<file path="src/rtl/pipe_ep_pkg.sv">
package pipe_ep_pkg;

  // Entries needed so that every beat admitted inside the latency allowance fits.
  function automatic int unsigned buf_depth(input int unsigned min_cap,
                                            input int unsigned ready_lat);
    return min_cap + ready_lat + 1;
  endfunction

  // Pointer width that stays legal for a single-entry buffer.
  function automatic int unsigned ptr_bits(input int unsigned depth);
    return (depth > 1) ? $clog2(depth) : 1;
  endfunction

endpackage

</file>
<file path="src/rtl/pipe_ep_fifo.sv">
module pipe_ep_fifo
  import pipe_ep_pkg::*;
#(
  parameter int unsigned DATA_W = 32,
  parameter int unsigned DEPTH  = 3,
  localparam int unsigned CW    = $clog2(DEPTH + 1)
) (
  input  logic              clk,
  input  logic              rst,
  input  logic              wr_en,
  input  logic [DATA_W-1:0] wr_data,
  input  logic              rd_en,
  output logic [DATA_W-1:0] rd_data,
  output logic [CW-1:0]     count
);

  localparam int unsigned PW = ptr_bits(DEPTH);
  localparam logic [PW-1:0] LAST = PW'(DEPTH - 1);

  logic [DATA_W-1:0] mem [DEPTH];
  logic [PW-1:0]     wr_ptr, rd_ptr;

  // Storage carries no reset so it maps onto RAM resources.
  always_ff @(posedge clk) begin
    if (wr_en) mem[wr_ptr] <= wr_data;
  end

  always_ff @(posedge clk) begin
    if (rst) begin
      wr_ptr <= '0;
      rd_ptr <= '0;
      count  <= '0;
    end else begin
      if (wr_en) wr_ptr <= (wr_ptr == LAST) ? '0 : wr_ptr + 1'b1;
      if (rd_en) rd_ptr <= (rd_ptr == LAST) ? '0 : rd_ptr + 1'b1;
      count <= count + CW'(wr_en) - CW'(rd_en);
    end
  end

  assign rd_data = mem[rd_ptr];

  AST_NO_OVERFLOW: assert property (@(posedge clk) disable iff (rst)
    wr_en |-> (count < CW'(DEPTH)));
  AST_NO_UNDERFLOW: assert property (@(posedge clk) disable iff (rst)
    rd_en |-> (count != '0));

endmodule

</file>
<file path="src/rtl/pipe_ep_admit.sv">
module pipe_ep_admit #(
  parameter int unsigned DEPTH         = 3,
  parameter int unsigned READY_LATENCY = 0,
  parameter bit          USES_VALID    = 1'b1,
  parameter bit          BACKPRESSURE  = 1'b1,
  localparam int unsigned CW           = $clog2(DEPTH + 1)
) (
  input  logic          clk,
  input  logic          rst,
  input  logic          in_valid,
  input  logic [CW-1:0] count,
  input  logic          rd_en,
  output logic          in_ready,
  output logic          wr_en,
  output logic          overflow,
  output logic          proto_err
);

  localparam int unsigned LW = $clog2(READY_LATENCY + 2);
  localparam logic [LW-1:0] LAT_MAX = LW'(READY_LATENCY);

  logic          rdy_q;
  logic [LW-1:0] lat_q;
  logic          beat, allowed, ovf_set, perr_set;
  logic [CW-1:0] free_now;
  logic [CW:0]   free_next;

  assign free_now = CW'(DEPTH) - count;

  generate
    if (USES_VALID) begin : g_valid
      assign beat = in_valid;
    end else begin : g_novalid
      assign beat = BACKPRESSURE ? rdy_q : 1'b1;
    end

    if (BACKPRESSURE) begin : g_bp
      assign allowed  = rdy_q || (lat_q < LAT_MAX);
      assign wr_en    = beat && allowed;
      assign perr_set = beat && !allowed;
      assign ovf_set  = 1'b0;
      assign in_ready = rdy_q;
    end else begin : g_nobp
      assign allowed  = (count != CW'(DEPTH));
      assign wr_en    = beat && allowed;
      assign perr_set = 1'b0;
      assign ovf_set  = beat && !allowed;
      assign in_ready = 1'b1;
    end
  endgenerate

  assign free_next = (CW+1)'(free_now) - (CW+1)'(wr_en) + (CW+1)'(rd_en);

  always_ff @(posedge clk) begin
    if (rst) begin
      rdy_q     <= 1'b0;
      lat_q     <= LAT_MAX;
      overflow  <= 1'b0;
      proto_err <= 1'b0;
    end else begin
      rdy_q <= (free_next > (CW+1)'(READY_LATENCY));
      if (rdy_q)              lat_q <= '0;
      else if (lat_q != LAT_MAX) lat_q <= lat_q + 1'b1;
      if (ovf_set)  overflow  <= 1'b1;
      if (perr_set) proto_err <= 1'b1;
    end
  end

  AST_READY_NEEDS_ROOM: assert property (@(posedge clk) disable iff (rst)
    (BACKPRESSURE && in_ready) |-> (free_now > CW'(READY_LATENCY)));
  AST_PERR_STICKY: assert property (@(posedge clk) disable iff (rst)
    proto_err |=> proto_err);
  AST_OVF_STICKY: assert property (@(posedge clk) disable iff (rst)
    overflow |=> overflow);

endmodule

</file>
<file path="src/rtl/pipe_ep_symord.sv">
module pipe_ep_symord #(
  parameter int unsigned DATA_W     = 32,
  parameter int unsigned SYM_W      = 8,
  parameter bit          FIRST_HIGH = 1'b0
) (
  input  logic [DATA_W-1:0] din,
  output logic [DATA_W-1:0] dout
);

  localparam int unsigned NSYM = DATA_W / SYM_W;

  generate
    for (genvar k = 0; k < NSYM; k++) begin : g_sym
      localparam int unsigned DST = FIRST_HIGH ? (NSYM - 1 - k) : k;
      assign dout[DST*SYM_W +: SYM_W] = din[k*SYM_W +: SYM_W];
    end
  endgenerate

endmodule

</file>
<file path="src/rtl/pipe_endpoint.sv">
module pipe_endpoint
  import pipe_ep_pkg::*;
#(
  parameter int unsigned DATA_W         = 32,
  parameter int unsigned SYM_W          = 8,
  parameter int unsigned MIN_CAP        = 2,
  parameter int unsigned READY_LATENCY  = 0,
  parameter bit          USES_VALID     = 1'b1,
  parameter bit          BACKPRESSURE   = 1'b1,
  parameter bit          FIRST_SYM_HIGH = 1'b0
) (
  input  logic              clk,
  input  logic              rst,
  input  logic              in_valid,
  input  logic [DATA_W-1:0] in_data,
  output logic              in_ready,
  output logic              out_valid,
  output logic [DATA_W-1:0] out_data,
  input  logic              out_ready,
  output logic              overflow,
  output logic              proto_err
);

  localparam int unsigned DEPTH = buf_depth(MIN_CAP, READY_LATENCY);
  localparam int unsigned CW    = $clog2(DEPTH + 1);

  generate
    if (SYM_W == 0 || (DATA_W % SYM_W) != 0) begin : g_bad_sym
      $error("pipe_endpoint: DATA_W must be a whole multiple of SYM_W");
    end
    if (!USES_VALID && (MIN_CAP != 0 || READY_LATENCY != 0)) begin : g_bad_nv
      $error("pipe_endpoint: without valid, MIN_CAP and READY_LATENCY must be 0");
    end
  endgenerate

  logic              wr_en, rd_en;
  logic [CW-1:0]     count;
  logic [DATA_W-1:0] stored;

  pipe_ep_admit #(
    .DEPTH(DEPTH), .READY_LATENCY(READY_LATENCY),
    .USES_VALID(USES_VALID), .BACKPRESSURE(BACKPRESSURE)
  ) u_admit (
    .clk(clk), .rst(rst), .in_valid(in_valid), .count(count), .rd_en(rd_en),
    .in_ready(in_ready), .wr_en(wr_en), .overflow(overflow), .proto_err(proto_err)
  );

  pipe_ep_fifo #(.DATA_W(DATA_W), .DEPTH(DEPTH)) u_buf (
    .clk(clk), .rst(rst), .wr_en(wr_en), .wr_data(in_data),
    .rd_en(rd_en), .rd_data(stored), .count(count)
  );

  pipe_ep_symord #(.DATA_W(DATA_W), .SYM_W(SYM_W), .FIRST_HIGH(FIRST_SYM_HIGH)) u_ord (
    .din(stored), .dout(out_data)
  );

  assign out_valid = (count != '0);
  assign rd_en     = out_valid && out_ready;

  AST_HOLD_UNTIL_TAKEN: assert property (@(posedge clk) disable iff (rst)
    (out_valid && !out_ready) |=> (out_valid && $stable(out_data)));

endmodule

</file>
<file path="config.mk">
export PLATFORM = sky130hd
export DESIGN_NAME = pipe_endpoint
export DESIGN_NICKNAME = d
export VERILOG_FILES = /design/src/rtl/pipe_ep_pkg.sv /design/src/rtl/pipe_ep_fifo.sv /design/src/rtl/pipe_ep_admit.sv /design/src/rtl/pipe_ep_symord.sv /design/src/rtl/pipe_endpoint.sv
export SDC_FILE = /design/constraint.sdc
export NUM_CORES = 1
export LEC_CHECK = 0
export BUFFER_PORTS_ARGS = -buffer_cell sky130_fd_sc_hd__buf_2
export CAP_MARGIN = 20
export CORE_MARGIN = 2
export CORE_UTILIZATION = 45
export CTS_CLUSTER_DIAMETER = 100
export CTS_CLUSTER_SIZE = 10
export DETAILED_ROUTE_END_ITERATION = 7
export MAX_ROUTING_LAYER = met4
export PLACE_DENSITY = 0.69
export RECOVER_POWER = 50
export SYNTH_ARGS = -nofsm -noshare
export SYNTH_HDL_FRONTEND = slang
export SYNTH_SLANG_ARGS = --single-unit
export TNS_END_PERCENT = 20
</file>
<file path="constraint.sdc">
create_clock -name clk -period 3.16 [get_ports clk]
set_input_delay 0.158 -clock clk [delete_from_list [all_inputs] [get_ports clk]]
set_output_delay 0.158 -clock clk [all_outputs]
set_load 0.005 [all_outputs]
</file>
# Yosys cells after proc, flatten, opt, wreduce, memory -nomap -nowiden
# Memory sizes are Yosys's and may differ from the RTL's. A register that Yosys moved wholly into a read port is not among the register bits.
# Index checks and enable logic that the tools add are counted.
word_totals:
  memories: 1
  input_bits: 36
  elab_cells: 33
  ramBits: 96
  output_inout_bits: 36
  regBits: 9
mem_list:
  columns: ["name", "depth", "width", "read_ports", "rd_ports_with_merged_regs", "wr", "line_no", "rtl"]
  rows:
  - ["u_buf.mem", 3, 32, 1, 1, 1, "pipe_ep_fifo.sv:20", "logic [DATA_W-1:0] mem [DEPTH];"]
op_classes:
  n_reduce_logical: 7
  n_eq_ne: 2
  n_mux: 6
  addsub: 8
  n_lt_le_gt_ge: 2
  n_bitwise: 1
ops:
  columns: ["operator", "count"]
  rows:
  - ["2-to-1 mux 2 bit", 4]
  - ["adder 2 x 1 -> 2 bit (second input constant)", 2]
  - ["== test 2 bit (second input constant)", 2]
  - ["adder 3 x 1 -> 3 bit", 1]
  - ["greater-than comparator 3 x 1 -> 1 bit (second input constant)", 1]
  - ["logical AND 1 bit", 3]
  - ["OR reduction 3 bit", 1]
  - ["subtractor 2 x 1 -> 3 bit", 1]
  - ["adder 2 x 1 -> 2 bit", 1]
  - ["2-to-1 mux 1 bit", 2]
  - ["nonzero test 2 bit", 1]
  - ["subtractor 2 x 1 -> 2 bit", 1]
  - ["subtractor 2 bit (first input constant)", 1]
  - ["adder 1 bit (second input constant)", 1]
  - ["zero test 1 bit", 1]
  - ["logical OR 1 bit", 1]
  - ["< comparator 1 bit (second input constant)", 1]
  - ["NOT 1 bit", 1]

# Longest topological paths before layout
# Gate-level depths: netlist of run 1.
depth:
  depth_word: 6
  ltp_mapped: 7
  mapped_depth_nobuf: 7

# By module
# Synthesis of run 1 repeated with hierarchy kept, for this count alone.
unflattened:
  cells_unflattened: 283
  hier_area_um2: 4316.6
by_module_without_submodules:
  columns: ["mod", "area_per_inst_um2", "seq_area_each_um2", "cells_per_inst", "n_inst"]
  rows:
  - ["pipe_ep_fifo", 3915.0, 3042.9, 232, 1]
  - ["pipe_ep_symord", 240.2, 0.0, 32, 1]
  - ["pipe_ep_admit", 147.6, 40.0, 17, 1]
  - ["pipe_endpoint", 13.8, 0.0, 2, 1]

# Worst setup path before layout of run 1
# Ideal clock, no wire load.
synth_path:
  kind: "reg2reg"
  from: "register u_admit.rdy_q, in the netlist u_admit.in_ready"
  to: "memory u_buf.mem[1][0] (enable)"
  slack_ns: -0.264
  required_time_ns: 2.690
  setup_time_ns: 0.470
  period_less_slack_ns: 3.424
  n_path_buf: 0
  stages_incl_launch_ff: 3
  arrival_ns: 2.954
  cell_sequence: "dfxtp_1 -> nand2_2 -> nor3b_1"
synth_via:
  elab_chain_len: 4
synth_rtl:
  columns: ["item", "line_no", "rtl"]
  rows:
  - ["from (decl)", "pipe_ep_admit.sv:22", "logic rdy_q;"]
  - ["from (signal assigned)", "pipe_ep_admit.sv:61", "rdy_q <= (free_next > (CW+1)'(READY_LATENCY));"]
  - ["logical OR 1 bit", "pipe_ep_admit.sv:38", "assign allowed = rdy_q || (lat_q < LAT_MAX);"]
  - ["logical AND 1 bit", "pipe_ep_admit.sv:39", "assign wr_en = beat && allowed;"]
  - ["2-to-1 mux 1 bit", "pipe_ep_fifo.sv:25", "if (wr_en) mem[wr_ptr] <= wr_data;"]
  - ["2-to-1 mux 1 bit (not written as such)", "pipe_ep_fifo.sv:25", null]
  - ["to (decl)", "pipe_ep_fifo.sv:20", null]
# No other way between the ends.

==> results of run 1 <==
[metrics by stage]
stage | instance area, um^2 | total power [W] | setup WS [ns] | utilization | TNS, ns
2_1_floorplan | 4010 | 0.00207 | -0.236 | - | -7.54
3_3_place_gp | 4480 | 0.00227 | 1.12 | 0.516 | 0
3_5_place_dp | 4480 | 0.00229 | 1.09 | 0.516 | 0
4_1_cts | 5040 | 0.00330 | 0.917 | 0.581 | 0
5_1_grt | 4990 | 0.00340 | 0.779 | 0.575 | 0
6_report | 4990 | 0.00325 | 0.964 | 0.575 | 0
[registers in the layout, indices dropped and copies added (netlist names), named ones only]
| signal | count |
|---|---|
| u_admit.in_ready | 1 |
| u_buf.wr_ptr | 2 |
| u_buf.count | 2 |
| u_admit.proto_err | 1 |
| u_buf.mem | 96 |
| u_buf.rd_ptr | 2 |
[worst paths after layout]
kind | slack (ns) | end | startpoint
min | 0.05 | u_admit.proto_err$_SDFFE_PP0P_ | in_valid
min reg2reg | 0.48 | flop | u_buf.rd_ptr[0]$_SDFFE_PP0N_
max | 0.96 | out_data[9] | flop
max reg2reg | 0.99 | u_buf.mem[0][17]$_DFFE_PP_ | u_admit.in_ready$_SDFF_PP0_
[cell usage in the layout (no fill, tap or decap)]
cell,n
buf_2,38
clkbuf_1,33
edfxtp_1,96
xnor2_1,2
or3_1,3
o21ai_0,34
xor2_1,2
o21ba_2,1
nor3b_4,1
clkbuf_8,9
or3b_1,1
nor2_1,3
dlygate4sd3_1,32
a21oi_1,5
ha_1,2
a31oi_1,1
clkinvlp_4,2
nand2_1,37
mux2i_1,32
inv_1,7
inv_8,1
and2_1,1
dfxtp_2,2
nor3b_1,1
fa_1,1
buf_4,4
conb_1,1
dfxtp_1,8
clkinv_4,1
bufinv_16,3
[layout make-up]
class                      count  area [um^2]
tap                          108          135
timing repair buffer         107          664
multi-input combinational    128          826
inverter                       7         26.3
sequential                   106         3090
clock buffer                   9          124
clock inverter                 7          125
fill                         717         3690
[layer usage]
layer | vias up | wire [um] | share of wire
li1 | 1137 | - | -
met1 | 1094 | 2880 | 0.43
met2 | 47 | 3590 | 0.53
met3 | 5 | 249 | 0.037
met4 | 0 | 56 | 0.0083
met5 | - | 0 | 0
[critical path, stage by stage, from the launching register on]
cell	delay [ns]
dfxtp_2	0.85
buf_4	0.33
mux2i_1	0.19
o21ai_0	0.11
buf_2	0.19
[cells by family (layout without fill, tap and decap cells)]
group,after synthesis,in the layout,share of synthesized area
fa+ha+maj,3,3,0.0113
compound gates,41,41,0.0547
buf+inv,20,130,0.0231
xor+xnor,4,4,0.00876
other cells,1,1,0.000937
simple gates,47,47,0.0504
flops,106,106,0.771
mux,32,32,0.0801
[repair_timing]
| action | CTS | global route |
|---|---|---|
| hold buffers | 32 | 0 |
| setup buffers | 0 | 0 |
| hold endpoints to repair | 91 | 0 |
| endpoints found under the setup margin | 0 | 0 |
[power by group through the flow]
stage / Clock [W] / Combinational, W / Sequential, W
floorplan: 0 / 0.000375 / 0.00169
global placement: 0 / 0.000522 / 0.00175
detailed placement: 0 / 0.000536 / 0.00175
CTS: 0.00101 / 0.000569 / 0.00172
global route: 0.00106 / 0.000612 / 0.00173
finish: 0.000981 / 0.000548 / 0.00172
==> impl_metrics.ini, run 1 <==
[power_and_ir_drop]
pwr-share-comb = 0.169
pwr-share-seq = 0.529
p_clk_frac = 0.302
power_density_mw_per_mm2 = 651
leakagePower_nw = 1.67
switching_power_w = 0.000803
sw_frac_of_total = 0.248
p_int_w = 0.00244
vdd_drop_max_mv = 0.289

[sta]
whs_ns = 0.0524
hold_viol = 0
fin_skew_ns = 0.00823
finalSetupViolCount = 0
fmax_mhz = 455
drv_slew = 0
worst_pin_slew_ns = 1.01
relSlewSlack = 0.327
fin_crit_sh = 0.695
rsz0062_at_grt = no
finalCriticalPeriod_ns = 2.20

[clock_network]
cts_resized = 0
cts.path.max_buffers = 2
cts_buffers = 9
clk_latency_ns = 0.36
cts_tree = built
htree_num_levels = 3
root_buffer = clkbuf_8
clkSinkCount = 106
cts.clk_slew.worst_paths_ns = 0.10

[die]
die_y_um = 98.3
start_util = 0.461
die_w_um = 98.3
core_area_mm2 = 0.00868
rows = 34
num_io_pins = 72
die_area_mm2 = 0.00966

[min_path]
hold_class = in2reg
whs_path_depth = 3

[drt]
routed_wl_mm = 6.78
routedWlPerCell_um = 14.4
drt_iter0_drc = 48
vias_per_cell = 4.84
drcViolationCount = 0
drt-pass1-iter-count = 4
vias = 2283
antenna_left = 0

[synth]
yosys_most_used_dff = edfxtp_1
synth.distinct_cells = 25
synth_cells = 254
synth_edf_count = 96
syn_avg_cell_area_um2 = 15.7
async_flop_share = 0
synth.most_common_cell = edfxtp_1
synth.area.top_cells = edfxtp_1 (72%), mux2i_1 (8.0%), dfxtp_1 (5.0%)
yosys_register_bits = 106
yosys.area.top_type = edfxtp_1
synth_common_cells = edfxtp_1 (96), nand2_1 (36), o21ai_0 (33)
ys_seq_area_frac = 0.771
yosys_warnings = 0
syn_nets = 293
synth_top_area_share = 0.721
netlist_area_mm2 = 0.00400

[global_routing]
grt-busiest-layer = met2
gr-usage-all-layers = 0.146
grt_pass1_vias = 2186
grt_overflow = 0
grt_max_degree = 65
grt.met3_usage = 0.0451
antenna_found_initial = 0
met2_usage = 0.254
grtUsageMet1 = 0.160
grt_pass1_wl_mm = 10.4

[finish]
stdcell_count = 472
drive_gt1_frac = 0.170
fin_nets = 398
area_growth_syn_to_layout_pct = 24.6
antenna_cells = 0

[setup_path]
cp-end-kind = primary output
start_kind = flop
criticalPathCategory = reg2out
reg2regPathDepth = 4
cp.arrival_ns = 2.04
worst-endpoint-required_ns = 3.00
crit_fanout = 24

[place]
gp_congestion = 0.712
dp_hpwl_mm = 4.12
port_buffers = 70
dp.cells = 424

[run_status]
outcome = finished, final reports clean

[run]
cap_violations = 0
Power figures use the tool's default switching activity.
==> run 2: changes to the inputs <==
==> constraint.sdc (replaced) <==
create_clock -name clk -period 1.9 [get_ports clk]
set_input_delay 0.095 -clock clk [delete_from_list [all_inputs] [get_ports clk]]
set_output_delay 0.095 -clock clk [all_outputs]
set_load 0.005 [all_outputs]
==> impl_metrics.ini, run 2 (synthesized netlist as in run 1, its figures left out) <==
[finish]
largest_register_ffs = 96
layout_common_cells = edfxtp_1 (96), nand2_1 (36), buf_2 (36), dlygate4sd3_1 (35), clkbuf_1 (34)
largest-register = u_buf.mem
design_area_mm2 = 0.00501
final_common_cell = edfxtp_1
regArea_mm2 = 0.00309
num-fill-cells = 730
drive_gt1_frac = 0.182
antenna_cells = 0
multi_input_area_um2 = 832
fin_nets = 407
area_growth_syn_to_layout_pct = 25.3

[global_routing]
met2_usage = 0.259
grt_pass1_vias = 2336
grt_overflow = 0
grt.met3_usage = 0.0279
antenna_found_initial = 0
grt_pass1_wl_mm = 11.2
grt_max_degree = 31
grtUsageMet1 = 0.187
grt-busiest-layer = met2
gr-usage-all-layers = 0.155

[sta]
worst_pin_slew_ns = 0.511
drv_slew = 0
finalSetupViolCount = 0
fmax_mhz = 574
rsz0062_at_grt = no
finalCriticalPeriod_ns = 1.74
fin_crit_sh = 0.917
hold_viol = 0
fin_skew_ns = 0.00916
whs_ns = 0.0978
relSlewSlack = 0.659

[die]
rows = 34
start_util = 0.461
die_y_um = 98.3
die_w_um = 98.3
die_area_mm2 = 0.00966
core_area_mm2 = 0.00868
num_io_pins = 72

[setup_path]
start_kind = flop
criticalPathCategory = reg2reg
cp-end-kind = flop
worst-endpoint-required_ns = 2.18
crit_fanout = 6
cp.arrival_ns = 2.03

[power_and_ir_drop]
vdd_drop_max_mv = 0.571
power.total_w = 0.00507
leakagePower_nw = 1.70
power_density_mw_per_mm2 = 1010

[place]
port_buffers = 70
dp_hpwl_mm = 4.42
dpl_cell_area_mm2 = 0.00455
gp_congestion = 0.671

[drt]
drt_iter0_drc = 92
antenna_left = 0
drt-pass1-iter-count = 4
routedWlPerCell_um = 14.2
drcViolationCount = 0
routed_wl_mm = 6.84
vias = 2285
vias_per_cell = 4.75

[clock_network]
cts_setup_buffers = 0
clk_latency_ns = 0.36
htree_num_levels = 3
clkSinkCount = 106
cts_tree = built
cts.path.max_buffers = 2
root_buffer = clkbuf_8
cts.clk_slew.worst_paths_ns = 0.09
cts_buffers = 9

[min_path]
hold_class = in2reg

[run]
cap_violations = 0

[run_status]
outcome = finished, final reports clean
-- run 2: changes by cell type in the layout (fill, tap and decap cells not counted), sizes merged --
cell / previous run / this run
inv: 8 / 9
buf: 42 / 44
bufinv: 3 / 0
dlygate4sd3: 32 / 35
clkinv: 1 / 5
clkinvlp: 2 / 0
clkbuf: 42 / 46
-- run 2: power breakdown --
part           total, W  switching, W  leakage, nW  internal [W]
logic           0.00105      0.000549        0.647      0.000501
clock network   0.00124      0.000753       0.0916      0.000487
registers       0.00278     0.0000684        0.957       0.00271
-- run 2: worst max-delay path, cell delays in order, from the launching register on --
cell	delay, ns
dfxtp_1	0.39
nand2_2	0.14
xnor2_1	0.21
ha_1	0.19
inv_1	0.06
fa_1	0.38
xor2_1	0.15
a31oi_1	0.17
-- run 2: per-layer routing --
layer  routed length [um]  share of wire
met1                 3020           0.44
met2                 3500           0.51
met3                  229          0.033
met4                   88          0.013
met5                    0              0
-- run 2: what timing repair did --
| action | in CTS | in global routing |
|---|---|---|
| hold buffers | 35 | 0 |
| endpoints found under the hold margin | 102 | 0 |
| gates resized for setup | 0 | 0 |
-- run 2: final cells by class --
class | count | area share
clock buffer | 9 | 0.0247
clock inverter | 7 | 0.0105
inverter | 7 | 0.00524
multi-input combinational | 128 | 0.166
sequential | 106 | 0.615
tap | 108 | 0.0270
timing repair buffer | 116 | 0.151
-- run 2: final timing paths --
| kind | end | slack, ns | cells past startpoint | startpoint |
|---|---|---|---|---|
| max | u_admit.in_ready$_SDFF_PP0_ | 0.16 | 7 | u_admit.in_ready$_SDFF_PP0_ |
| min | flop | 0.1 | 4 | out_ready |
| max reg2reg | u_admit.in_ready$_SDFF_PP0_ | 0.16 | 7 | u_admit.in_ready$_SDFF_PP0_ |
| min reg2reg | flop | 0.51 | 2 | u_buf.rd_ptr[1]$_SDFFE_PP0N_ |
-- run 2: metrics by stage --
stage,util,TNS (ns),worst slack [ns],std cells
after floorplan,-,-23.53,-0.365,254
after global placement,0.525,0,0.324,430
after detailed placement,0.525,0,0.163,430
after CTS,0.585,0,0.140,481
after global routing,0.578,0,0.0794,481
final,0.578,0,0.157,481
